## src/rtl/ptimer_pkg.sv

```systemverilog
package ptimer_pkg;

    localparam int DATA_W  = 32;
    localparam int ADDR_W  = 4;
    localparam int CNT_W   = 16;
    localparam int RUN_BIT = 31;
    localparam int STS_BIT = 0;
    localparam int MSK_BIT = 1;

    localparam logic [ADDR_W-1:0] OFS_CFG = ADDR_W'(4'h0);
    localparam logic [ADDR_W-1:0] OFS_CNT = ADDR_W'(4'h4);
    localparam logic [ADDR_W-1:0] OFS_STS = ADDR_W'(4'h8);

    typedef logic [CNT_W-1:0] cnt_t;

    localparam cnt_t CNT_ONES = '1;

    typedef enum logic [1:0] {
        SEL_CFG,
        SEL_CNT,
        SEL_STS,
        SEL_NONE
    } rsel_t;

    // One decoded register write, valid for a single cycle
    typedef struct packed {
        logic cfg_wr;
        logic sts_wr;
        cnt_t new_preload;
        logic new_run;
        logic sts_clr;
        logic new_mask;
    } wcmd_t;

    function automatic rsel_t addr_sel(input logic [ADDR_W-1:0] a);
        rsel_t s;
        case (a)
            OFS_CFG: s = SEL_CFG;
            OFS_CNT: s = SEL_CNT;
            OFS_STS: s = SEL_STS;
            default: s = SEL_NONE;
        endcase
        return s;
    endfunction

    // Next value on a tick: wrap from zero to all ones
    function automatic cnt_t step_down(input cnt_t c);
        return (c == '0) ? CNT_ONES : cnt_t'(c - cnt_t'(1));
    endfunction

    // True when the coming tick lands the count on zero
    function automatic logic lands_on_zero(input cnt_t c);
        return c == cnt_t'(1);
    endfunction

endpackage

```

## src/rtl/ptimer_bus.sv

```systemverilog
module ptimer_bus
    import ptimer_pkg::*;
(
    input  logic              bus_we,
    input  logic [ADDR_W-1:0] bus_addr,
    input  logic [DATA_W-1:0] bus_wdata,
    input  cnt_t              preload,
    input  logic              run,
    input  cnt_t              count,
    input  logic              status,
    input  logic              mask,
    output wcmd_t             cmd,
    output logic [DATA_W-1:0] bus_rdata
);

    rsel_t sel;

    always_comb begin
        sel = addr_sel(bus_addr);
    end

    always_comb begin
        cmd             = '0;
        cmd.cfg_wr      = bus_we && (sel == SEL_CFG);
        cmd.sts_wr      = bus_we && (sel == SEL_STS);
        cmd.new_preload = bus_wdata[CNT_W-1:0];
        cmd.new_run     = bus_wdata[RUN_BIT];
        cmd.sts_clr     = bus_wdata[STS_BIT];
        cmd.new_mask    = bus_wdata[MSK_BIT];
    end

    always_comb begin
        bus_rdata = '0;
        case (sel)
            SEL_CFG: begin
                bus_rdata[CNT_W-1:0] = preload;
                bus_rdata[RUN_BIT]   = run;
            end
            SEL_CNT: bus_rdata[CNT_W-1:0] = count;
            SEL_STS: begin
                bus_rdata[STS_BIT] = status;
                bus_rdata[MSK_BIT] = mask;
            end
            default: bus_rdata = '0;
        endcase
    end

endmodule

```

## src/rtl/ptimer_prescale.sv

```systemverilog
module ptimer_prescale #(
    parameter int TICK_DIV = 2500
) (
    input  logic clk,
    input  logic rst,
    input  logic run,
    input  logic restart,
    output logic tick
);

    localparam int PW = (TICK_DIV > 1) ? $clog2(TICK_DIV) : 1;
    localparam logic [PW-1:0] LAST = PW'(TICK_DIV - 1);

    generate
        if (TICK_DIV == 1) begin : g_every_cycle
            assign tick = run && !restart;
        end else begin : g_divider
            logic [PW-1:0] phase;

            always_ff @(posedge clk) begin
                if (rst || !run || restart) begin
                    phase <= '0;
                end else if (phase == LAST) begin
                    phase <= '0;
                end else begin
                    phase <= phase + PW'(1);
                end
            end

            assign tick = run && !restart && (phase == LAST);
        end
    endgenerate

endmodule

```

## src/rtl/ptimer_core.sv

```systemverilog
module ptimer_core
    import ptimer_pkg::*;
(
    input  logic  clk,
    input  logic  rst,
    input  wcmd_t cmd,
    input  logic  tick,
    output cnt_t  count,
    output cnt_t  preload,
    output logic  run,
    output logic  expire
);

    logic stopping;

    always_comb begin
        stopping = cmd.cfg_wr && run && !cmd.new_run;
        expire   = run && tick && !cmd.cfg_wr && lands_on_zero(count);
    end

    always_ff @(posedge clk) begin
        if (rst) begin
            count   <= CNT_ONES;
            preload <= CNT_ONES;
            run     <= 1'b0;
        end else if (cmd.cfg_wr) begin
            run     <= cmd.new_run;
            count   <= cmd.new_preload;
            preload <= stopping ? CNT_ONES : cmd.new_preload;
        end else if (run && tick) begin
            count <= step_down(count);
        end
    end

endmodule

```

## src/rtl/ptimer_irq.sv

```systemverilog
module ptimer_irq
    import ptimer_pkg::*;
(
    input  logic  clk,
    input  logic  rst,
    input  wcmd_t cmd,
    input  logic  expire,
    output logic  status,
    output logic  mask,
    output logic  irq
);

    always_ff @(posedge clk) begin
        if (rst) begin
            status <= 1'b0;
        end else if (expire) begin
            status <= 1'b1;
        end else if (cmd.sts_wr && cmd.sts_clr) begin
            status <= 1'b0;
        end
    end

    always_ff @(posedge clk) begin
        if (rst) begin
            mask <= 1'b0;
        end else if (cmd.sts_wr) begin
            mask <= cmd.new_mask;
        end
    end

    assign irq = status && mask;

endmodule

```

## src/rtl/tick_timer.sv

```systemverilog
module tick_timer
    import ptimer_pkg::*;
#(
    parameter int TICK_DIV = 2500
) (
    input  logic              clk,
    input  logic              rst,
    input  logic              bus_we,
    input  logic [ADDR_W-1:0] bus_addr,
    input  logic [DATA_W-1:0] bus_wdata,
    output logic [DATA_W-1:0] bus_rdata,
    output logic              irq
);

    wcmd_t cmd;
    cnt_t  count;
    cnt_t  preload;
    logic  run;
    logic  tick;
    logic  expire;
    logic  status;
    logic  mask;

    ptimer_bus u_bus (
        .bus_we    (bus_we),
        .bus_addr  (bus_addr),
        .bus_wdata (bus_wdata),
        .preload   (preload),
        .run       (run),
        .count     (count),
        .status    (status),
        .mask      (mask),
        .cmd       (cmd),
        .bus_rdata (bus_rdata)
    );

    ptimer_prescale #(.TICK_DIV(TICK_DIV)) u_pre (
        .clk     (clk),
        .rst     (rst),
        .run     (run),
        .restart (cmd.cfg_wr),
        .tick    (tick)
    );

    ptimer_core u_core (
        .clk     (clk),
        .rst     (rst),
        .cmd     (cmd),
        .tick    (tick),
        .count   (count),
        .preload (preload),
        .run     (run),
        .expire  (expire)
    );

    ptimer_irq u_irq (
        .clk    (clk),
        .rst    (rst),
        .cmd    (cmd),
        .expire (expire),
        .status (status),
        .mask   (mask),
        .irq    (irq)
    );

endmodule

```

## config.mk

```make
export PLATFORM = sky130hd
export DESIGN_NAME = tick_timer
export DESIGN_NICKNAME = d
export VERILOG_FILES = /design/src/rtl/ptimer_pkg.sv /design/src/rtl/ptimer_bus.sv /design/src/rtl/ptimer_prescale.sv /design/src/rtl/ptimer_core.sv /design/src/rtl/ptimer_irq.sv /design/src/rtl/tick_timer.sv
export SDC_FILE = /design/constraint.sdc
export NUM_CORES = 1
export LEC_CHECK = 0
export BUFFER_PORTS_ARGS = -buffer_cell sky130_fd_sc_hd__clkbuf_2
export CAP_MARGIN = 30
export CORE_MARGIN = 5
export CORE_UTILIZATION = 57
export DETAILED_ROUTE_END_ITERATION = 10
export PLACE_DENSITY = 0.87
export SYNTH_ARGS = -nofsm -noshare
export SYNTH_HDL_FRONTEND = slang
export SYNTH_SLANG_ARGS = --single-unit
```

## constraint.sdc

```tcl
create_clock -name clk -period 5.4 [get_ports clk]
set_input_delay 1.62 -clock clk [delete_from_list [all_inputs] [get_ports clk]]
set_output_delay 1.62 -clock clk [all_outputs]
set_load 0.03 [all_outputs]
```

# After elaboration in Yosys (flattened, before gate mapping)
# Index checks and enable logic that the tools add are counted.
dict set report classes {
  n_addsub 2
  n_eq_ne 6
  n_mux 10
  n_reduce_logical 22
}
# cell n
set ops {}
lappend ops {{$mux 16} 4}
lappend ops {{$pmux 14 s2} 1}
lappend ops {{$eq 16x1->1 const B} 1}
lappend ops {{$logic_not 16->1} 1}
lappend ops {{$sub 16x1->16 const B} 1}
lappend ops {{$add 12x1->12 const B} 1}
lappend ops {{$eq 12x12->1 const B} 1}
lappend ops {{$pmux 2 s3} 2}
lappend ops {{$logic_and 1x1->1} 11}
lappend ops {{$eq 4x3->1 const B} 1}
lappend ops {{$eq 4x4->1 const B} 1}
lappend ops {{$logic_not 4->1} 1}
lappend ops {{$reduce_bool 2->1} 2}
lappend ops {{$logic_not 1->1} 3}
lappend ops {{$mux 1} 3}
lappend ops {{$eq 2x1->1 const B} 1}
lappend ops {{$eq 2x2->1 const B} 1}
lappend ops {{$logic_not 2->1} 1}
lappend ops {{$logic_or 1x1->1} 2}
lappend ops {{$reduce_or 2->1} 1}
dict set report word_totals {
  register_bits 47
  in_bits 39
  out_inout_bits 33
  wordCells 46
}

# Logic depth before layout (Yosys ltp)
# Gate-level depths: netlist (run 1).
dict set report depth {
  depth_word 11
  depth_mapped 7
  ltp_nobuf 6
}

# By module
# A second synthesis (run 1) with hierarchy kept.
dict set report hier_totals {
  cells_unflattened 339
  hier_area_um2 2845.2
}
# mod n_inst cells_per_inst area_each_um2 seq_area_each_um2
set modules_own_cells {}
lappend modules_own_cells {ptimer_core 1 206 1680.4 660.6}
lappend modules_own_cells {ptimer_bus 1 67 543.0 0.0}
lappend modules_own_cells {ptimer_prescale 1 58 539.3 240.2}
lappend modules_own_cells {ptimer_irq 1 8 82.6 40.0}

# Least setup slack after synthesis (run 1)
# Ideal clock, no wire load.
dict set report synth_path {
  path_kind {input port to output port}
  start {in bus_addr[1]}
  end {out bus_rdata[11]}
  t_arrival_ns 2.870
  required_ns 3.780
  path_slack_ns 0.910
  stages 3
  path_buffers 1
  cell_sequence {nor4b_1 > clkbuf_1 > a22o_1}
}
dict set report synth_via {
  elab_chain_len 4
  elab_cells_between_ends 7
  cone_classes {3 x eq/ne; 2 x mux; 2 x reduce/logical}
}
# item line_no
set synth_lines {}
lappend synth_lines {{start, declared} tick_timer.sv:9} ;# input logic [ADDR_W-1:0] bus_addr,
lappend synth_lines {{$eq 4x4->1 (tied with other cells)} ptimer_pkg.sv:37} ;# case (a)
lappend synth_lines {{$pmux 2 s3 (*)} ptimer_pkg.sv:37}
lappend synth_lines {{$eq 2x1->1 / $logic_not 2->1 (equally long branches)} ptimer_bus.sv:34} ;# case (sel)
lappend synth_lines {{$pmux 14 s2 (*)} ptimer_bus.sv:34}
lappend synth_lines {{end, declared} tick_timer.sv:11} ;# output logic [DATA_W-1:0] bus_rdata,
# Mark *: on every way between the ends. The rest lies on a longest branch, timed or not.

# Worst setup path after layout (run 1)
dict set report layout_path {
  start {in bus_addr[1]}
  end {out bus_rdata[31]}
}
dict set report layout_via {
  elab_chain_len 4
  elab_cells_between_ends 6
  cone_classes {2 x eq/ne; 2 x mux; 2 x reduce/logical}
}
# item line_no
set layout_lines {}
lappend layout_lines {{$eq 4x4->1 (tied with other cells)} ptimer_pkg.sv:37}
lappend layout_lines {{$pmux 2 s3 (*)} ptimer_pkg.sv:37}
lappend layout_lines {{$logic_not 2->1 (*)} ptimer_bus.sv:34}
lappend layout_lines {{$mux 1 (*)} ptimer_bus.sv:34}
# Marks and branches as above.

==> flow_summary.yaml, run 1 <==
worst_setup_path:
  cp.arrival_ns: 2.68
  timing.critical_path.cells: "clkbuf_2 -> nor4_2 -> buf_4 -> and2_1 -> clkbuf_2"
  crit_buf_inv: 3
  critPathMaxStageDelay_ns: 0.27
  timing.rr.start: "u_pre.g_divider.phase[0]"
  critPathSlowestCell: "nor4_2"
  startpoint: "bus_addr[1]"
  worst-path-max-fanout: 17
  cpMostUsedCell: "clkbuf_2"
  crit_path_capture_type: "output port"
  critPathTopFamily: "buffers and inverters"
  setup.worst_path.class: "in -> out"
  setup.worst_path.start_class: "input pin"
  endpoint_required_time_on_the_critical_path_ns: 3.78
detailed_routing:
  wl_um: 6357
  detail_route.wl_per_cell_um: 15.28
  first_pass_iters: 5
  via_per_inst: 6.019
  drt_iter0_drc: 209
  remaining_drc_errors: 0
  vias: 2504
  number_of_antenna_violating_nets_in_the_routed_design: 0
yosys:
  mappedNetlistArea_sq_um: 2665
  distinct_cell_type_count_of_the_synthesized_netlist: 52
  synth_area_per_inst_sq_um: 8.076
  netlist_instances: 330
  synth.yosys.warnings: 0
  synthArstFlopShare_pct: 0
  synth-seq-cells: 47
  dominantRegCellSynth: "dfxtp_1"
  synth_edf_count: 0
  synth_seq_area_share_pct: 35.31
clocking:
  cts_tree: "built"
  htreeDepth: 2
  clk-insertion-delay-late_ns: 0.31
  cts_hold_buf: 0
  resized_after_cts: 0
  cts.root.buffer_cell: "clkbuf_8"
  clk_pin_slew_worst_paths_ns: 0.08
  number_of_sinks_handled_by_clock_tree_synthesis: 47
  clock_path_buffers: 2
  cts_buffers: 5
  cts.repair_timing.setup_buffer_count: 0
pwr:
  reported_leakage_power_nw: 1.275
  p_per_area_nw_per_um2: 228.1
  power.ir.vdd_worst_mv: 0.1329
  power_uw: 665.8
status:
  status: "completed"
timing:
  max_slew_margin_pct: 54.59
  fin_crit_ns: 4.304
  final.setup.tns_ns: 0
  final-setup-viol-count: 0
  timing_max_transition_violations_final: 0
  clock_skew_after_layout_ns: 0.009207
  highest_clock_frequency_the_design_can_meet_mhz: 232.4
  worst_slew_pin_slew_ns: 0.6812
  final_min_period_over_clock_period_pct: 79.70
  post_route_hold_slack_ns: 0.4714
  grt_setup_unrepaired: "no"
  timing.final.hold_violations: 0
floorplanning:
  dieHeight_um: 78.38
  fp-row-count: 24
  core_area_sq_um: 4444
  chipWidth_um: 78.38
  io_pins: 72
  die_area_sq_um: 6143
  floorplan.initialDensity_pct: 59.97
layout:
  filler_cell_count: 365
  antenna_cells_inserted: 0
  final_net_count: 407
  post_route_cells_drive_above_1_share_pct: 18.68
  final_cell_area_sq_um: 2919
  synth_to_layout_area_growth_pct: 9.531
global_routing:
  gr_usage_total_pct: 21.11
  largest_net_degree_at_the_start_of_global_routing: 31
  globalRouteOverflowTotal: 0
  first_global_vias: 2389
  grt_pass1_wl_um: 10670
  grt_antenna_before_repair: 0
placement:
  hpwl_um: 4443
  standard_cell_area_after_detailed_placement_sq_um: 2804
  place.gp.congestion: 0.8957
  port-buffer-count: 41
min_path:
  hold_start: "u_core.preload[13]"
  holdCritPathClass: "reg -> reg"
job:
  drv.max_cap_violation_count: 0
report_power, final:
| part | switching, mW | internal [mW] |
|---|---|---|
| registers | 0.0103 | 0.354 |
| logic | 0.0552 | 0.0303 |
| clock network | 0.115 | 0.101 |
cell families after synthesis:
family          synth area share, %
compound gates                20.38
xor+xnor                      3.286
fa+ha+maj                     1.878
buf+inv                       9.249
flops                         35.31
mux                           1.127
other cells                  0.1407
simple gates                  28.64
worst reg2reg max path, cell delays in order, from the launching register on:
cell and delay, ns:
dfxtp_1 0.38, ha_1 0.23, nor4b_1 0.52, and4_2 0.52, nand3_1 0.19, o32ai_1 0.35
o21bai_1 0.10
stage by stage:
stage / setup slack [ns] / cells / util [%]
2_1_floorplan: 0.9104 / 344 / -
3_3_place_gp: 1.117 / 408 / 63.09
3_5_place_dp: 1.118 / 408 / 63.09
4_1_cts: 1.106 / 415 / 65.06
5_1_grt: 1.020 / 416 / 65.68
6_report: 1.096 / 416 / 65.68
state kept, by name, indices dropped and copies added (netlist names):
name / count
u_core.count: 16
u_core.run: 1
u_irq.mask: 1
u_pre.g_divider.phase: 12
u_irq.status: 1
u_core.preload: 16
path summary, 6_finish.rpt:
| path | endpoint | slack [ns] | cells past startpoint |
|---|---|---|---|
| worst max-delay path | bus_rdata[31] | 1.10 | 5 |
| worst max register to register | u_core.count[11] | 3.01 | 6 |
| worst min-delay path | u_core.preload[13] | 0.47 | 2 |
| worst min register to register | u_core.preload[13] | 0.47 | 2 |
synth_stat cells (6+ instances only):
cell	count	share of area [%]
dfxtp_1	47	35
nand2_1	43	6.1
nor2_1	34	4.8
nand3_1	23	4.3
a21oi_1	17	3.2
buf_4	15	4.2
clkbuf_1	14	2.0
o21ai_0	14	2.6
a22o_1	13	4.3
inv_1	7	0.99
nand4_1	6	1.4
nor4_1	6	1.4
layout by cell type (no fill, tap or decap), types with 2 or more instances in the layout:
| cell | n |
|---|---|
| mux2i_1 | 3 |
| o221ai_1 | 2 |
| o21ai_0 | 14 |
| nor4_1 | 6 |
| xor2_1 | 5 |
| nand3_1 | 23 |
| or2_2 | 2 |
| conb_1 | 15 |
| nor4b_1 | 2 |
| nor2b_1 | 2 |
| nor3_1 | 5 |
| a22o_1 | 13 |
| or4_4 | 3 |
| a21o_1 | 4 |
| o31ai_1 | 3 |
| o211ai_1 | 5 |
| clkbuf_8 | 6 |
| nand4_1 | 6 |
| and2_1 | 3 |
| clkbuf_2 | 41 |
| xnor2_1 | 5 |
| and3_1 | 5 |
| a21oi_1 | 17 |
| nand2_1 | 43 |
| dfxtp_1 | 47 |
| and4_1 | 2 |
| nor2_1 | 34 |
| a31oi_1 | 5 |
| a221o_1 | 3 |
| buf_4 | 4 |
| a2bb2oi_1 | 2 |
| inv_1 | 7 |
| ha_1 | 4 |
| nand4b_1 | 3 |
area by class of cell:
class	instances	area [sq um]	area share (%)
Sequential cell	47	940.9	32.23
Timing Repair Buffer	46	262.8	9.001
Inverter	7	26.28	0.9001
Tap cell	52	65.06	2.229
Clock buffer	6	82.58	2.829
Clock inverter	1	5.005	0.1715
Multi-Input combinational cell	257	1536	52.64
per-layer routing:
layer / global-route usage (%) / share of wire [%] / vias to the layer above
li1: - / - / 1225
met1: 26.86 / 44 / 1159
met2: 35.27 / 47 / 108
met3: 4.233 / 7.5 / 12
met4: 8.217 / 1.3 / 0
met5: 0 / 0 / -
Power figures use the tool's default switching activity.
==> inputs of run 2 (changes only) <==
--- a/config.mk
+++ b/config.mk
@@ -5,12 +5,13 @@
 export SDC_FILE = /design/constraint.sdc
 export NUM_CORES = 1
 export LEC_CHECK = 0
+export ABC_AREA = 1
 export BUFFER_PORTS_ARGS = -buffer_cell sky130_fd_sc_hd__clkbuf_2
 export CAP_MARGIN = 30
 export CORE_MARGIN = 5
-export CORE_UTILIZATION = 57
+export CORE_UTILIZATION = 48
 export DETAILED_ROUTE_END_ITERATION = 10
-export PLACE_DENSITY = 0.87
+export PLACE_DENSITY = 0.77
 export SYNTH_ARGS = -nofsm -noshare
 export SYNTH_HDL_FRONTEND = slang
 export SYNTH_SLANG_ARGS = --single-unit
==> constraint.sdc (replaced) <==
create_clock -name clk -period 3.6 [get_ports clk]
set_input_delay 1.08 -clock clk [delete_from_list [all_inputs] [get_ports clk]]
set_output_delay 1.08 -clock clk [all_outputs]
set_load 0.03 [all_outputs]
==> run 2 against run 1 <==
Against the previous run:
- combinational power increased by 33%
- design area is 8.6% higher
- utilization down 11 points
- critical path type unchanged
==> flow_summary.yaml, run 2 <==
yosys:
  synth.yosys.warnings: 0
  yosysTopAreaCellShare_pct: 33.20
  synth-seq-cells: 47
  yosys.area_share.adder_pct: 1.766
  synth_edf_count: 0
  synthXorXnorAreaFrac_pct: 0.3091
  synth.area.mux_share_pct: 0
  dominantRegCellSynth: "dfxtp_1"
  mappedNetlistArea_sq_um: 2834
  synth_common_cells: "nand2_1, nand3_1, inv_1"
  most_frequently_used_cell_type_in_the_post_synthesis_netlist: "nand2_1"
  synth_top_cells_by_area: "dfxtp_1, nand2_1, nand3_1, inv_1, nor2_1"
  synth_area_per_inst_sq_um: 6.068
  synth_top_family_by_area: "simple AND/OR/NAND/NOR gates"
  synth-simple-area-share_pct: 42.74
  synthArstFlopShare_pct: 0
  synth_area_leader_cell: "dfxtp_1"
  distinct_cell_type_count_of_the_synthesized_netlist: 28
  synth_compound_area_share_pct: 7.770
  netlist_instances: 467
  synth_seq_area_share_pct: 33.20
timing:
  final.setup.tns_ns: 0
  clock_skew_after_layout_ns: 0.01483
  max_slew_margin_pct: 32.04
  highest_clock_frequency_the_design_can_meet_mhz: 306.5
  post_route_hold_slack_ns: 0.4518
  fin_crit_ns: 3.262
  timing.final.hold_violations: 0
  grt_setup_unrepaired: "no"
  final_min_period_over_clock_period_pct: 90.62
  worst_slew_pin_slew_ns: 1.010
  final-setup-viol-count: 0
  timing_max_transition_violations_final: 0
placement:
  port-buffer-count: 41
  standard_cell_area_after_detailed_placement_sq_um: 3053
  place.gp.congestion: 0.9142
  dp_cell_count: 574
  hpwl_um: 5132
clocking:
  htreeDepth: 2
  clock_path_buffers: 2
  cts.root.buffer_cell: "clkbuf_8"
  cts_tree: "built"
  number_of_sinks_handled_by_clock_tree_synthesis: 47
  resized_after_cts: 0
  clk-insertion-delay-late_ns: 0.31
  cts.repair_timing.setup_buffer_count: 0
  cts_hold_buf: 0
  clk_pin_slew_worst_paths_ns: 0.08
  cts_buffers: 5
global_routing:
  gr_usage_total_pct: 19.19
  grt_pass1_wl_um: 11740
  largest_net_degree_at_the_start_of_global_routing: 34
  first_global_vias: 2729
  globalRouteOverflowTotal: 0
  grt_antenna_before_repair: 0
floorplanning:
  core_area_sq_um: 5816
  io_pins: 72
  floorplan.initialDensity_pct: 48.73
  chipWidth_um: 86.84
  dieHeight_um: 86.84
  die_area_sq_um: 7541
  fp-row-count: 28
detailed_routing:
  vias: 2909
  number_of_antenna_violating_nets_in_the_routed_design: 0
  first_pass_iters: 5
  wl_um: 6932
  detail_route.wl_per_cell_um: 11.91
  via_per_inst: 4.998
  drt_iter0_drc: 154
  remaining_drc_errors: 0
worst_setup_path:
  endpoint_required_time_on_the_critical_path_ns: 2.52
  crit_path_capture_type: "output port"
  setup.worst_path.class: "in -> out"
  setup.worst_path.start_class: "input pin"
  cp.arrival_ns: 2.18
  worst-path-max-fanout: 16
job:
  drv.max_cap_violation_count: 0
layout:
  utilization_pct: 54.52
  commonest_non_fill_non_tap_cell_in_the_layout: "nand2_1"
  post_route_cells_drive_above_1_share_pct: 13.02
  final_net_count: 549
  synth_to_layout_area_growth_pct: 11.88
  mostFrequentLayoutCells: "nand2_1, nand3_1, inv_1"
  reg.largest.list: "u_core.count x16, u_core.preload x16, u_pre.g_divider.phase x12"
  filler_cell_count: 600
  finalNonFillerCells: 582
  final_cell_area_sq_um: 3171
  antenna_cells_inserted: 0
pwr:
  reported_leakage_power_nw: 1.715
  power.ir.vdd_worst_mv: 0.2454
  p_per_area_nw_per_um2: 332.8
status:
  status: "completed"
min_path:
  holdCritPathClass: "reg -> reg"
[run 2: cell types whose count changed in the layout (fill, tap and decap cells not counted), moves of 4 or more]
| cell | previous run | this run |
|---|---|---|
| o21ai_0 | 14 | 22 |
| nand3_1 | 23 | 59 |
| a22o_1 | 13 | 0 |
| a31oi_1 | 5 | 0 |
| xor2_1 | 5 | 1 |
| xnor2_1 | 5 | 0 |
| nor2_1 | 34 | 38 |
| and3_1 | 5 | 0 |
| a21o_1 | 4 | 0 |
| inv_1 | 7 | 56 |
| nor4_1 | 6 | 2 |
| nand2_1 | 43 | 165 |
[run 2: kinds of logic (layout without fill, tap and decap cells)]
family                   count (synthesis)  in the layout
AO/OA/AOI/OAI                           43             43
XOR/XNOR                                 1              1
buffers and inverters                   88            114
AND/OR/NAND/NOR                        283            283
adder cells (fa/ha/maj)                  4              4
other                                    1             15
flip-flops                              47             47
[run 2: routing by layer]
layer	wire, um	up-vias	part of all wire (%)	global-route usage [%]
li1	-	1512	-	-
met1	3142	1298	45	24.56
met2	3229	91	47	31.95
met3	477	8	6.9	4.183
met4	83	0	1.2	6.232
met5	0	-	0	0
[run 2: metrics by stage]
stage,setup slack [ns],total power [mW]
4_1_cts,0.3713,1.062
3_3_place_gp,0.3893,0.6583
2_1_floorplan,0.2861,0.6368
5_1_grt,0.2253,1.094
6_report,0.3378,1.055
3_5_place_dp,0.3761,0.6596
[run 2: path summary, 6_finish.rpt]
check | from | endpoint | slack (ns) | cells past startpoint
worst min register to register | u_pre.g_divider.phase[0] | u_pre.g_divider.phase[0] | 0.45 | 1
worst min-delay path | u_pre.g_divider.phase[0] | u_pre.g_divider.phase[0] | 0.45 | 1
worst max register to register | u_pre.g_divider.phase[6] | u_core.count[4] | 1.82 | 8
worst max-delay path | bus_addr[1] | bus_rdata[15] | 0.34 | 8
[run 2: critical path, stage by stage]
cell	delay, ns
clkbuf_2	0.09
nor2_1	0.14
nand2_1	0.12
inv_1	0.07
buf_4	0.21
nand2_1	0.07
o21ai_0	0.12
clkbuf_2	0.27
[run 2: area by class of cell]
cell class	instances	area [sq um]	area share [%]
clock inverters	2	35.03	1.105
well taps	75	93.84	2.960
inverters	59	221.5	6.985
multi-input cells	346	1546	48.78
flip-flops and latches	47	940.9	29.68
repair buffers	47	250.2	7.893
clock buffers	6	82.58	2.605
[run 2: power by group]
part           leakage [nW]  total (mW)  internal [mW]  switching, mW
combinational          1.27       0.114         0.0312         0.0828
clock                0.0612       0.407          0.225          0.182
sequential            0.381       0.535          0.528        0.00692
total                  1.71        1.06          0.784          0.271
==> inputs of run 3 (changes only) <==
--- a/config.mk
+++ b/config.mk
@@ -9,9 +9,10 @@
 export BUFFER_PORTS_ARGS = -buffer_cell sky130_fd_sc_hd__clkbuf_2
 export CAP_MARGIN = 30
 export CORE_MARGIN = 5
-export CORE_UTILIZATION = 48
+export CORE_UTILIZATION = 49
 export DETAILED_ROUTE_END_ITERATION = 10
-export PLACE_DENSITY = 0.77
+export PLACE_DENSITY = 0.78
 export SYNTH_ARGS = -nofsm -noshare
 export SYNTH_HDL_FRONTEND = slang
+export SYNTH_HIERARCHICAL = 1
 export SYNTH_SLANG_ARGS = --single-unit
==> run 3 against run 2 <==
Against the previous run:
- critical path depth fell by 3
- maximum frequency is 2.7% higher
- hold slack improved by 0.013 ns
- die area increased by 5.0%
- sequential power is essentially flat
- largest power group unchanged
==> flow_summary.yaml, run 3 <==
status:
  status: "completed"
global_routing:
  first_global_vias: 2606
  grt_pass1_wl_um: 11610
  grt_antenna_before_repair: 0
  globalRouteOverflowTotal: 0
  gr_usage_total_pct: 18.31
  largest_net_degree_at_the_start_of_global_routing: 37
job:
  drv.max_cap_violation_count: 0
pwr:
  power_mw: 1.007
  power.ir.vdd_worst_mv: 0.2061
  reported_leakage_power_nw: 1.532
  p_per_area_nw_per_um2: 312.6
clocking:
  htreeDepth: 2
  cts_tree: "built"
  cts_hold_buf: 0
  cts.repair_timing.setup_buffer_count: 0
  clock_path_buffers: 2
  clk-insertion-delay-late_ns: 0.30
  clk_pin_slew_worst_paths_ns: 0.09
  cts_buffers: 5
  cts.root.buffer_cell: "clkbuf_8"
  resized_after_cts: 0
  number_of_sinks_handled_by_clock_tree_synthesis: 47
timing:
  final_min_period_over_clock_period_pct: 88.23
  highest_clock_frequency_the_design_can_meet_mhz: 314.8
  final-setup-viol-count: 0
  max_slew_margin_pct: 44.65
  fin_crit_ns: 3.176
  final.setup.tns_ns: 0
  timing_max_transition_violations_final: 0
  timing.final.hold_violations: 0
  layout_setup_ws_ns: 0.4237
  worst_slew_pin_slew_ns: 0.8273
  clock_skew_after_layout_ns: 0.01027
  grt_setup_unrepaired: "no"
worst_setup_path:
  setup.worst_path.start_class: "input pin"
  crit_path_capture_type: "output port"
  worst-path-max-fanout: 17
  setup.worst_path.class: "in -> out"
  critPathMaxStageDelay_ns: 0.42
  critPathSlowestCell: "nor2_4"
  cp.arrival_ns: 2.10
  timing.critical_path.cells: "clkbuf_2 -> nor2_4 -> nand3_1 -> nand3_1 -> clkbuf_2"
  endpoint_required_time_on_the_critical_path_ns: 2.52
yosys:
  distinct_cell_type_count_of_the_synthesized_netlist: 34
  synth_top_cells_by_area: "dfxtp_1, nand2_1, nand3_1, buf_4, inv_1"
  netlist_instances: 451
  synth_seq_area_share_pct: 30.78
  synth_area_per_inst_sq_um: 6.778
  synth_common_cells: "nand2_1, nand3_1, dfxtp_1"
  yosysTopAreaCellShare_pct: 30.78
  dominantRegCellSynth: "dfxtp_1"
  most_frequently_used_cell_type_in_the_post_synthesis_netlist: "nand2_1"
  synthArstFlopShare_pct: 0
  mappedNetlistArea_sq_um: 3057
  synth_edf_count: 0
  synth-seq-cells: 47
  synth_area_leader_cell: "dfxtp_1"
  synth.yosys.warnings: 6
detailed_routing:
  detail_route.wl_per_cell_um: 12.89
  vias: 2839
  first_pass_iters: 4
  number_of_antenna_violating_nets_in_the_routed_design: 0
  remaining_drc_errors: 0
  drt_iter0_drc: 221
  via_per_inst: 5.200
  wl_um: 7038
floorplanning:
  core_area_sq_um: 5991
  die_area_sq_um: 7917
  io_pins: 72
  fp-row-count: 28
  chipWidth_um: 88.98
  floorplan.initialDensity_pct: 51.02
  dieHeight_um: 88.98
layout:
  reg.largest.list: "u_core/count x16, u_core/preload x16, u_pre/g_divider.phase x12"
  filler_cell_count: 584
  final_net_count: 513
  commonest_non_fill_non_tap_cell_in_the_layout: "nand2_1"
  antenna_cells_inserted: 0
  utilization_pct: 53.78
  seqCellArea_sq_um: 940.9
  mostFrequentLayoutCells: "nand2_1, nand3_1, dfxtp_1"
  multi_input_area_sq_um: 1687
  synth_to_layout_area_growth_pct: 5.403
  finalNonFillerCells: 546
  post_route_cells_drive_above_1_share_pct: 20.59
min_path:
  holdCritPathClass: "reg -> reg"
placement:
  place.gp.congestion: 0.8861
  port-buffer-count: 41
  preCtsSetupSlack_ns: 0.4177
  hpwl_um: 5081
  dp_cell_count: 538
run 3: changes by cell type after synthesis, moves of 4 or more:
cell	previous run	this run
o21ai_1	0	6
inv_1	56	33
nor2_4	0	11
nor2_1	38	32
nand3_1	59	76
clkbuf_1	10	5
o21ai_0	22	6
nand2_2	1	7
o211ai_1	2	6
nand2_1	165	113
inv_2	3	8
nor2_2	1	7
buf_4	15	37
run 3: final timing paths:
kind | startpoint | endpoint | slack (ns) | cells after the start
setup reg to reg | u_pre/g_divider.phase[0] | u_irq/status | 1.24 | 11
hold reg to reg | u_pre/g_divider.phase[11] | u_pre/g_divider.phase[11] | 0.46 | 2
setup / recovery | bus_addr[3] | bus_rdata[1] | 0.42 | 5
hold / removal | u_pre/g_divider.phase[11] | u_pre/g_divider.phase[11] | 0.46 | 2
run 3: kinds of logic (layout without fill, tap and decap cells):
| logic type | Yosys count | in the layout | share of synthesized area (%) |
|---|---|---|---|
| other | 1 | 15 | 0.1227 |
| buffers and inverters | 88 | 94 | 15.76 |
| DFF | 47 | 47 | 30.78 |
| xor gates and xnor gates | 5 | 5 | 1.433 |
| and+or+nand+nor | 263 | 263 | 42.24 |
| AOI/OAI and AO/OA | 43 | 43 | 8.023 |
| adders and majority gates | 4 | 4 | 1.637 |
run 3: critical path, delay by kind of cell:
family | cells | cell delay, ns
buffers and inverters | 2 | 0.34
AND/OR/NAND/NOR | 3 | 0.67
run 3: layout make-up:
| class | instances | share of cell area (%) |
|---|---|---|
| multi-input cells | 330 | 52.35 |
| clock buffers | 6 | 2.563 |
| inverters | 41 | 4.777 |
| well taps | 75 | 2.913 |
| clock inverters | 2 | 0.5049 |
| repair buffers | 45 | 7.689 |
| flip-flops and latches | 47 | 29.20 |
run 3: where the power goes:
| group | total (mW) | switching (mW) | internal (mW) |
|---|---|---|---|
| logic | 0.125 | 0.0907 | 0.0348 |
| registers | 0.536 | 0.00825 | 0.528 |
| clock network | 0.346 | 0.188 | 0.157 |
| total | 1.01 | 0.287 | 0.720 |
run 3: metrics by stage:
stage	hold WS [ns]	area, sq um
after floorplan	0.4299	3109
after global placement	0.4432	3123
after detailed placement	0.4562	3123
after CTS	0.4702	3222
after global routing	0.4983	3222
final	0.4649	3222
run 3: metal layers:
layer / global-route usage, % / part of all wire [%] / up-vias
met5: 0 / 0 / -
met4: 5.142 / 0.61 / 0
met3: 2.857 / 5.9 / 4
met2: 31.92 / 50 / 85
met1: 23.44 / 43 / 1307
li1: - / - / 1443
